[src/rtl/cfgp_pkg.sv]
package cfgp_pkg;

  localparam int CFG_W      = 32;
  localparam int DIV_LSB    = 0;
  localparam int DIV_W      = 8;
  localparam int RXSEL_BIT  = 8;
  localparam int PLLK_BIT   = 9;
  localparam int PWR_LSB    = 10;
  localparam int PWR_W      = 3;
  localparam int REF_LSB    = 13;
  localparam int REF_W      = 2;
  localparam int DCX_BIT    = 18;
  localparam int RAMP_BIT   = 19;
  localparam int AFC_BIT    = 22;

  typedef struct packed {
    logic [DIV_W-1:0] div_off;
    logic             rx_sel;
    logic             pll_keep;
    logic [PWR_W-1:0] txpwr;
    logic [REF_W-1:0] refsel;
    logic             dcx_mode;
    logic             ramp_mode;
    logic             afc_en;
  } cfg_fields_t;

endpackage

[src/rtl/cfgp_sync.sv]
module cfgp_sync #(
  parameter int LINES  = 3,
  parameter int STAGES = 2
) (
  input  logic             clk,
  input  logic             rst_n,
  input  logic [LINES-1:0] async_i,
  output logic [LINES-1:0] sync_o
);

  logic [LINES-1:0] chain_q [STAGES];

  generate
    for (genvar s = 0; s < STAGES; s++) begin : g_stage
      if (s == 0) begin : g_first
        always_ff @(posedge clk or negedge rst_n) begin
          if (!rst_n) chain_q[s] <= '0;
          else        chain_q[s] <= async_i;
        end
      end else begin : g_next
        always_ff @(posedge clk or negedge rst_n) begin
          if (!rst_n) chain_q[s] <= '0;
          else        chain_q[s] <= chain_q[s-1];
        end
      end
    end
  endgenerate

  assign sync_o = chain_q[STAGES-1];

endmodule

[src/rtl/cfgp_edge.sv]
module cfgp_edge #(
  parameter int LINES = 2
) (
  input  logic             clk,
  input  logic             rst_n,
  input  logic [LINES-1:0] lvl_i,
  output logic [LINES-1:0] rise_o,
  output logic [LINES-1:0] fall_o
);

  logic [LINES-1:0] prev_q;

  always_ff @(posedge clk or negedge rst_n) begin
    if (!rst_n) prev_q <= '0;
    else        prev_q <= lvl_i;
  end

  generate
    for (genvar l = 0; l < LINES; l++) begin : g_line
      assign rise_o[l] =  lvl_i[l] & ~prev_q[l];
      assign fall_o[l] = ~lvl_i[l] &  prev_q[l];
    end
  endgenerate

endmodule

[src/rtl/cfgp_shift.sv]
module cfgp_shift #(
  parameter int W = 32
) (
  input  logic         clk,
  input  logic         rst_n,
  input  logic         en_lvl_i,
  input  logic         en_rise_i,
  input  logic         sck_rise_i,
  input  logic         dat_i,
  output logic [W-1:0] active_o
);

  logic [W-1:0] stage_q, stage_d;
  logic [W-1:0] active_q, active_d;
  logic         shift_en;

  assign shift_en = ~en_lvl_i & sck_rise_i;

  always_comb begin
    stage_d  = stage_q;
    active_d = active_q;
    if (shift_en)  stage_d  = {stage_q[W-2:0], dat_i};
    if (en_rise_i) active_d = stage_q;
  end

  always_ff @(posedge clk or negedge rst_n) begin
    if (!rst_n) begin
      stage_q  <= '0;
      active_q <= '0;
    end else begin
      stage_q  <= stage_d;
      active_q <= active_d;
    end
  end

  assign active_o = active_q;

  p_shift_in_r1: assert property (@(posedge clk) disable iff (!rst_n)
    (!en_lvl_i && sck_rise_i) |=> (stage_q == {$past(stage_q[W-2:0]), $past(dat_i)}));

  p_no_shift_high_r2: assert property (@(posedge clk) disable iff (!rst_n)
    en_lvl_i |=> $stable(stage_q));

  p_load_r3: assert property (@(posedge clk) disable iff (!rst_n)
    en_rise_i |=> (active_q == $past(stage_q)));

  p_active_hold_r3: assert property (@(posedge clk) disable iff (!rst_n)
    !en_rise_i |=> $stable(active_q));

endmodule

[src/rtl/cfgp_pdet.sv]
module cfgp_pdet (
  input  logic clk,
  input  logic rst_n,
  input  logic en_lvl_i,
  input  logic en_fall_i,
  input  logic sck_edge_i,
  output logic pdn_o
);

  logic seen_q, seen_d;
  logic pdn_q, pdn_d;

  always_comb begin
    seen_d = seen_q;
    pdn_d  = pdn_q;
    if (en_fall_i) begin
      pdn_d  = ~seen_q;
      seen_d = 1'b0;
    end
    if (!en_lvl_i && sck_edge_i) seen_d = 1'b1;
  end

  always_ff @(posedge clk or negedge rst_n) begin
    if (!rst_n) begin
      seen_q <= 1'b0;
      pdn_q  <= 1'b0;
    end else begin
      seen_q <= seen_d;
      pdn_q  <= pdn_d;
    end
  end

  assign pdn_o = pdn_q;

  p_pd_set_r6: assert property (@(posedge clk) disable iff (!rst_n)
    (en_fall_i && !seen_q) |=> pdn_q);

  p_pd_clear_r7: assert property (@(posedge clk) disable iff (!rst_n)
    (en_fall_i && seen_q) |=> !pdn_q);

  p_pd_hold_r7: assert property (@(posedge clk) disable iff (!rst_n)
    !en_fall_i |=> $stable(pdn_q));

  p_high_ignored_r2: assert property (@(posedge clk) disable iff (!rst_n)
    (en_lvl_i && !seen_q) |=> !seen_q);

endmodule

[src/rtl/cfgp_decode.sv]
module cfgp_decode
  import cfgp_pkg::*;
#(
  parameter int W = CFG_W
) (
  input  logic [W-1:0] word_i,
  output cfg_fields_t  fields_o
);

  logic unused_rsvd;

  always_comb begin
    fields_o.div_off   = word_i[DIV_LSB +: DIV_W];
    fields_o.rx_sel    = word_i[RXSEL_BIT];
    fields_o.pll_keep  = word_i[PLLK_BIT];
    fields_o.txpwr     = word_i[PWR_LSB +: PWR_W];
    fields_o.refsel    = word_i[REF_LSB +: REF_W];
    fields_o.dcx_mode  = word_i[DCX_BIT];
    fields_o.ramp_mode = word_i[RAMP_BIT];
    fields_o.afc_en    = word_i[AFC_BIT];
  end

  assign unused_rsvd = ^{word_i[W-1:AFC_BIT+1], word_i[AFC_BIT-1:RAMP_BIT+1],
                         word_i[DCX_BIT-1:REF_LSB+REF_W]};

endmodule

[src/rtl/cfg_serial_port.sv]
module cfg_serial_port
  import cfgp_pkg::*;
#(
  parameter int SYNC_STAGES = 2
) (
  input  logic             clk,
  input  logic             rst_n,
  input  logic             ser_clk_i,
  input  logic             ser_dat_i,
  input  logic             ser_en_i,
  output logic [CFG_W-1:0] word_o,
  output logic [DIV_W-1:0] div_off_o,
  output logic             rx_sel_o,
  output logic             pll_keep_o,
  output logic [PWR_W-1:0] txpwr_o,
  output logic [REF_W-1:0] refsel_o,
  output logic             dcx_mode_o,
  output logic             ramp_mode_o,
  output logic             afc_en_o,
  output logic             pdn_req_o
);

  localparam int IDX_SCK = 0;
  localparam int IDX_EN  = 1;
  localparam int IDX_DAT = 2;
  localparam int NLINES  = 3;
  localparam int NEDGE   = 2;

  logic [NLINES-1:0] raw, lvl;
  logic [NEDGE-1:0]  rise, fall;
  logic [CFG_W-1:0]  active;
  cfg_fields_t       fields;

  assign raw = {ser_dat_i, ser_en_i, ser_clk_i};

  cfgp_sync #(.LINES(NLINES), .STAGES(SYNC_STAGES)) u_sync (
    .clk(clk), .rst_n(rst_n), .async_i(raw), .sync_o(lvl)
  );

  cfgp_edge #(.LINES(NEDGE)) u_edge (
    .clk(clk), .rst_n(rst_n), .lvl_i(lvl[NEDGE-1:0]),
    .rise_o(rise), .fall_o(fall)
  );

  cfgp_shift #(.W(CFG_W)) u_shift (
    .clk(clk), .rst_n(rst_n),
    .en_lvl_i(lvl[IDX_EN]), .en_rise_i(rise[IDX_EN]),
    .sck_rise_i(rise[IDX_SCK]), .dat_i(lvl[IDX_DAT]),
    .active_o(active)
  );

  cfgp_pdet u_pdet (
    .clk(clk), .rst_n(rst_n),
    .en_lvl_i(lvl[IDX_EN]), .en_fall_i(fall[IDX_EN]),
    .sck_edge_i(rise[IDX_SCK] | fall[IDX_SCK]),
    .pdn_o(pdn_req_o)
  );

  cfgp_decode #(.W(CFG_W)) u_dec (.word_i(active), .fields_o(fields));

  assign word_o      = active;
  assign div_off_o   = fields.div_off;
  assign rx_sel_o    = fields.rx_sel;
  assign pll_keep_o  = fields.pll_keep;
  assign txpwr_o     = fields.txpwr;
  assign refsel_o    = fields.refsel;
  assign dcx_mode_o  = fields.dcx_mode;
  assign ramp_mode_o = fields.ramp_mode;
  assign afc_en_o    = fields.afc_en;

  p_fields_track_r8: assert property (@(posedge clk) disable iff (!rst_n)
    $stable(word_o) |-> ($stable(div_off_o) && $stable(txpwr_o) && $stable(refsel_o)));

endmodule

[config.mk]
export PLATFORM = sky130hd
export DESIGN_NAME = cfg_serial_port
export DESIGN_NICKNAME = d
export VERILOG_FILES = /design/src/rtl/cfgp_pkg.sv /design/src/rtl/cfgp_sync.sv /design/src/rtl/cfgp_edge.sv /design/src/rtl/cfgp_shift.sv /design/src/rtl/cfgp_pdet.sv /design/src/rtl/cfgp_decode.sv /design/src/rtl/cfg_serial_port.sv
export SDC_FILE = /design/constraint.sdc
export NUM_CORES = 1
export LEC_CHECK = 0
export ABC_AREA = 0
export BUFFER_PORTS_ARGS = -buffer_cell sky130_fd_sc_hd__buf_2
export CORE_UTILIZATION = 45
export CTS_CLUSTER_SIZE = 10
export DETAILED_ROUTE_END_ITERATION = 6
export PLACE_DENSITY = 0.67
export SLEW_MARGIN = 30
export SYNTH_ARGS = -nofsm -noshare
export SYNTH_HDL_FRONTEND = slang
export SYNTH_HIERARCHICAL = 1
export SYNTH_SLANG_ARGS = --single-unit
[constraint.sdc]
create_clock -name clk -period 1.85 [get_ports clk]
set_input_delay 0.37 -clock clk [delete_from_list [all_inputs] [get_ports clk]]
set_output_delay 0.37 -clock clk [all_outputs]
set_load 0.03 [all_outputs]
## Word level (Yosys, flattened, before mapping)

Index checks and enable logic that the tools add are counted.

- Mux-type cells: 2
- Bitwise gates (word level): 11
- Reduce and logical (&&, ||, !) cells: 3

Operator list:

| kind | number |
|---|---|
| $and A1 B1 Y1 | 5 |
| $not A1 Y1 | 5 |
| $mux W1 | 2 |
| $reduce_bool A2 Y1 | 1 |
| $logic_and A1 B1 Y1 | 1 |
| $logic_not A1 Y1 | 1 |
| $or A1 B1 Y1 | 1 |

- Bits in registers: 74
- Bits of input ports: 5
- Output and inout bits: 51
- Word-level logic and storage cells: 23

## Longest topological paths before layout

- Depth after elaboration: 5
- Depth in mapped cells: 6
- Mapped depth without buffers: 4

## Modules after synthesis

The synthesis kept the hierarchy.

By module, submodules not included:

| module | instances | cells an instance | area an instance (um^2) | sequential area each (um^2) |
|---|---|---|---|---|
| cfgp_shift | 1 | 137 | 2547.4 | 1601.5 |
| cfgp_sync | 1 | 9 | 172.7 | 150.1 |
| cfgp_decode | 1 | 18 | 135.1 | 0.0 |
| cfgp_edge | 1 | 6 | 85.1 | 50.0 |
| cfgp_pdet | 1 | 6 | 78.8 | 50.0 |
| cfg_serial_port | 1 | 1 | 6.3 | 0.0 |

## Worst setup path before layout

No wires, ideal clock.

- Path type: reg2reg
- Start: register u_sync.chain_q (netlist bit u_sync/sync_o[0])
- End: register u_shift.stage_q[0]
- Library setup time: 0.125 ns
- Arrival: 1.311 ns
- Required time: 1.725 ns
- Setup slack: 0.414 ns
- Cell stages (with the launch flop): 7
- Path buffers: 3
- Period minus slack after synthesis: 1.436 ns
- Path through: dfrtp_1 > buf_4 > and2b_2 > nor2b_4 > buf_6 > buf_12 > mux2_4

- Longest elaborated chain between the ends: 2

Ends and longest elaborated chain:

| what | RTL line | text |
|---|---|---|
| start: declaration | cfgp_sync.sv:11 | `logic [LINES-1:0] chain_q [STAGES];` |
| start signal: indexed assignment | cfgp_sync.sv:23 | `else chain_q[s] <= chain_q[s-1];` |
| $and A1 B1 Y1 | cfgp_edge.sv:20 | `assign rise_o[l] = lvl_i[l] & ~prev_q[l];` |
| net rise[0] | cfg_serial_port.sv:30 | `logic [NEDGE-1:0] rise, fall;` |
| $and A1 B1 Y1 | cfgp_shift.sv:17 | `assign shift_en = ~en_lvl_i & sck_rise_i;` |
| end signal: assignment | cfgp_shift.sv:31 | `stage_q <= stage_d;` |
| end: declaration | cfgp_shift.sv:13 | `logic [W-1:0] stage_q, stage_d;` |

The timed path passes the listed nets, and every way through them passes these cells.
A chain may end at the register's enable or synchronous reset.

## Worst setup path in the final report

- Start: register u_sync.chain_q (netlist bit u_sync/sync_o[1])
- End: register u_shift.active_q[17] (netlist: u_shift/active_o[17])

- Longest elaborated chain between the ends: 1

Ends and longest elaborated chain:

| what | RTL line | text |
|---|---|---|
| $and A1 B1 Y1 | cfgp_edge.sv:20 |  |
| net rise[1] | cfg_serial_port.sv:30 |  |
| end signal: assignment | cfgp_shift.sv:32 | `active_q <= active_d;` |
| end: declaration | cfgp_shift.sv:14 | `logic [W-1:0] active_q, active_d;` |

The timed path passes the listed nets, and every way through them passes these cells.

==> flow_summary_export.csv <==
group,metric,value,unit
status,status,"complete, but fails checks",
status,violations,"design-rule violations",
worst_setup_path,crit_type,"reg2reg",
drt,num_vias,1427,
die,boundaryPins,56,
cells_and_area,drive_gt1_share,64.00,%
global_routing,overflow,0,
global_routing,grt_pass1_vias,1411,
worst_setup_path,cp-end-kind,"flip-flop",
pwr,cellLeakagePower,1.864,nW
logic_synthesis,synthMostInstantiatedCell,"dfrtp_1",
die,die_w,84.00,um
die,die_area,0.007055,sq mm
clock_network,cts_setup_buffers,0,
logic_synthesis,synth_nets,182,
clock_network,cts_made_buffers,9,
drt,drc,9,
drt,via_per_inst,4.725,
worst_setup_path,cp_data_required_time,2080,ps
drt,wirelength,4326,um
timing,fin_crit_sh,80.36,%
clock_network,ctsResizeCount,0,
logic_synthesis,synth_commonest_cells,"dfrtp_1 (74), mux2_2 (32), mux2_4 (31)",
logic_synthesis,synth_ff_type,"dfrtp_1",
pwr,vdd_drop_max,0.4902,mV
cells_and_area,syn2layout_area_growth,15.47,%
timing,skew,6.536,ps
logic_synthesis,synth_edf_count,0,
cells_and_area,antennaDiodeCount,0,
logic_synthesis,synth_cell_types,13,
run,maxCapViolCount,0,
placed_design,dpl.hpwl,2799,um
die,initial_core_util,47.11,%
clock_network,clockBufferDepth,2,
cells_and_area,final_nets,225,
cells_and_area,seqCellArea,0.001852,sq mm
timing,fin_tns_setup,0,ps
logic_synthesis,ys_seq_area_share,61.21,%
clock_network,cts_tree,"done",
cells_and_area,multiInputGateArea,909.6,sq um
timing,max_freq,672.6,MHz
worst_setup_path,arrival,1720,ps
die,die_h,84.00,um
worst_setup_path,cp_max_fo,22,
global_routing,track_usage,13.50,%
logic_synthesis,synth-seq-cells,74,
timing,final-hold-violation-count,0,
drt,drtAntennaViolNets,0,
logic_synthesis,netlist_area,0.003025,sq mm
drt,first_pass_iters,6,
die,core,0.006422,sq mm
worst_setup_path,worst_setup_path_start_kind,"flip-flop",
timing,worst_pin_slew,286.1,ps
placed_design,port_buffers,55,
clock_network,clk_latency,350,ps
clock_network,clk_pin_slew,80,ps
hold_path,holdPathStages,1,
cells_and_area,final_cell_area,0.003493,sq mm
logic_synthesis,netlist.area_leader.share,61.21,%
pwr,p_per_area,1266,mW/mm^2
global_routing,grt_pass1_wl,7169,um
logic_synthesis,syn_inst,177,
timing,rsz0062_at_grt,"false",
logic_synthesis,yosysWarnings,6,
logic_synthesis,async_reset_ff_share,100.0,%
worst_setup_path,reg2regPathDepth,3,
drt,drt_iter0_drc,55,
clock_network,h-tree-depth,3,
placed_design,place_area,0.003218,sq mm
clock_network,clock-sinks,74,
drt,wl_per_cell,14.32,um
global_routing,grt_max_degree,41,
timing,slew_viol_final,0,
timing,final.min_clock_period,1487,ps
logic_synthesis,postSynthAreaPerCell,17.09,sq um
global_routing,antenna_found_initial,0,
logic_synthesis,yosysTopAreaCell,"dfrtp_1",
hold_path,hp-class,"in2reg",
timing,setup_violations,0,
placed_design,gp_congestion,0.6546,
logic_synthesis,yosys-top-cells-area,"dfrtp_1 (61%), mux2_4 (15%), mux2_2 (12%)",
clock_network,clockRootBuffer,"clkbuf_8",
timing,relSlewSlack,80.93,%
cells_and_area,fillers,524,
die,core.rowCount,29,
## report_power, final
part,internal [mW],total (mW),switching [mW],leakage (nW)
Sequential,1.80,1.93,0.130,0.987
Combinational,0.334,0.855,0.520,0.747
Clock,1.03,1.64,0.606,0.129
Total,3.17,4.42,1.26,1.86
## cell type report
type	instances	area share, %
Clock buffer	9	3.546
Tap cell	77	2.758
Multi-Input combinational cell	72	26.04
Timing Repair Buffer	61	10.39
Clock inverter	7	4.047
Inverter	2	0.2149
Sequential cell	74	53.01
## critical path, cell delays in order (launching register included)
cell     delay, ps
dfrtp_1        450
and2b_2        360
buf_12         220
mux2_2         350
## registers in the layout, indices dropped and copies added, names as in the netlist
| name | flops |
|---|---|
| u_pdet/pdn_o | 1 |
| u_pdet/seen_q | 1 |
| u_sync/sync_o | 3 |
| u_shift/active_o | 32 |
| u_sync/chain_q | 3 |
| u_shift/stage_q | 32 |
| u_edge/prev_q | 2 |
## what timing repair did
| action | CTS | global route |
|---|---|---|
| endpoints found under the setup margin | 0 | 0 |
| endpoints found under the hold margin | 11 | 0 |
| hold buffers | 1 | 0 |
## per-layer routing
metal / GRT usage (%) / vias up / wire length [um]
li1: - / 674 / -
met1: 19.04 / 704 / 2160
met2: 17.66 / 41 / 1860
met3: 4.847 / 8 / 221
met4: 7.994 / 0 / 84
met5: 0 / - / 0
## metrics by stage
step	util (%)	power (mW)	setup WS [ps]	instances	hold WS [ps]
after floorplan	-	2.686	414.4	177	74.41
after global placement	50.11	2.816	408.7	285	226.7
after detailed placement	50.11	2.829	347.0	285	226.6
after CTS	54.39	4.472	326.0	302	109.1
after global routing	54.39	4.604	272.6	302	106.8
final	54.39	4.423	363.3	302	126.1
## placed cells by master (no fill, tap or decap), drive strengths merged
master	instances
dfrtp	74
mux2	65
buf	60
clkbuf	9
bufinv	4
and2b	4
inv	2
clkinv	2
or2	1
clkinvlp	1
dlygate4sd3	1
o22ai	1
nor2b	1
## cell families after synthesis
| logic type | count (synthesis) | share of synthesized area, % |
|---|---|---|
| buf+inv | 31 | 8.726 |
| compound gates | 1 | 0.2069 |
| mux | 65 | 28.04 |
| simple gates | 6 | 1.820 |
| flops | 74 | 61.21 |
## path summary, 6_finish.rpt
kind                                   start                    to  slack, ps
max                         u_sync/sync_o[1]  u_shift/active_o[17]        360
min                                ser_clk_i     u_sync/chain_q[3]        130
max reg2reg                 u_sync/sync_o[1]  u_shift/active_o[17]        360
min reg2reg                u_sync/chain_q[3]      u_sync/sync_o[0]        350
max in group asynchronous              rst_n    u_shift/stage_q[9]        930
min in group asynchronous              rst_n  u_shift/active_o[16]        400
(Power assumes the default switching activity.)
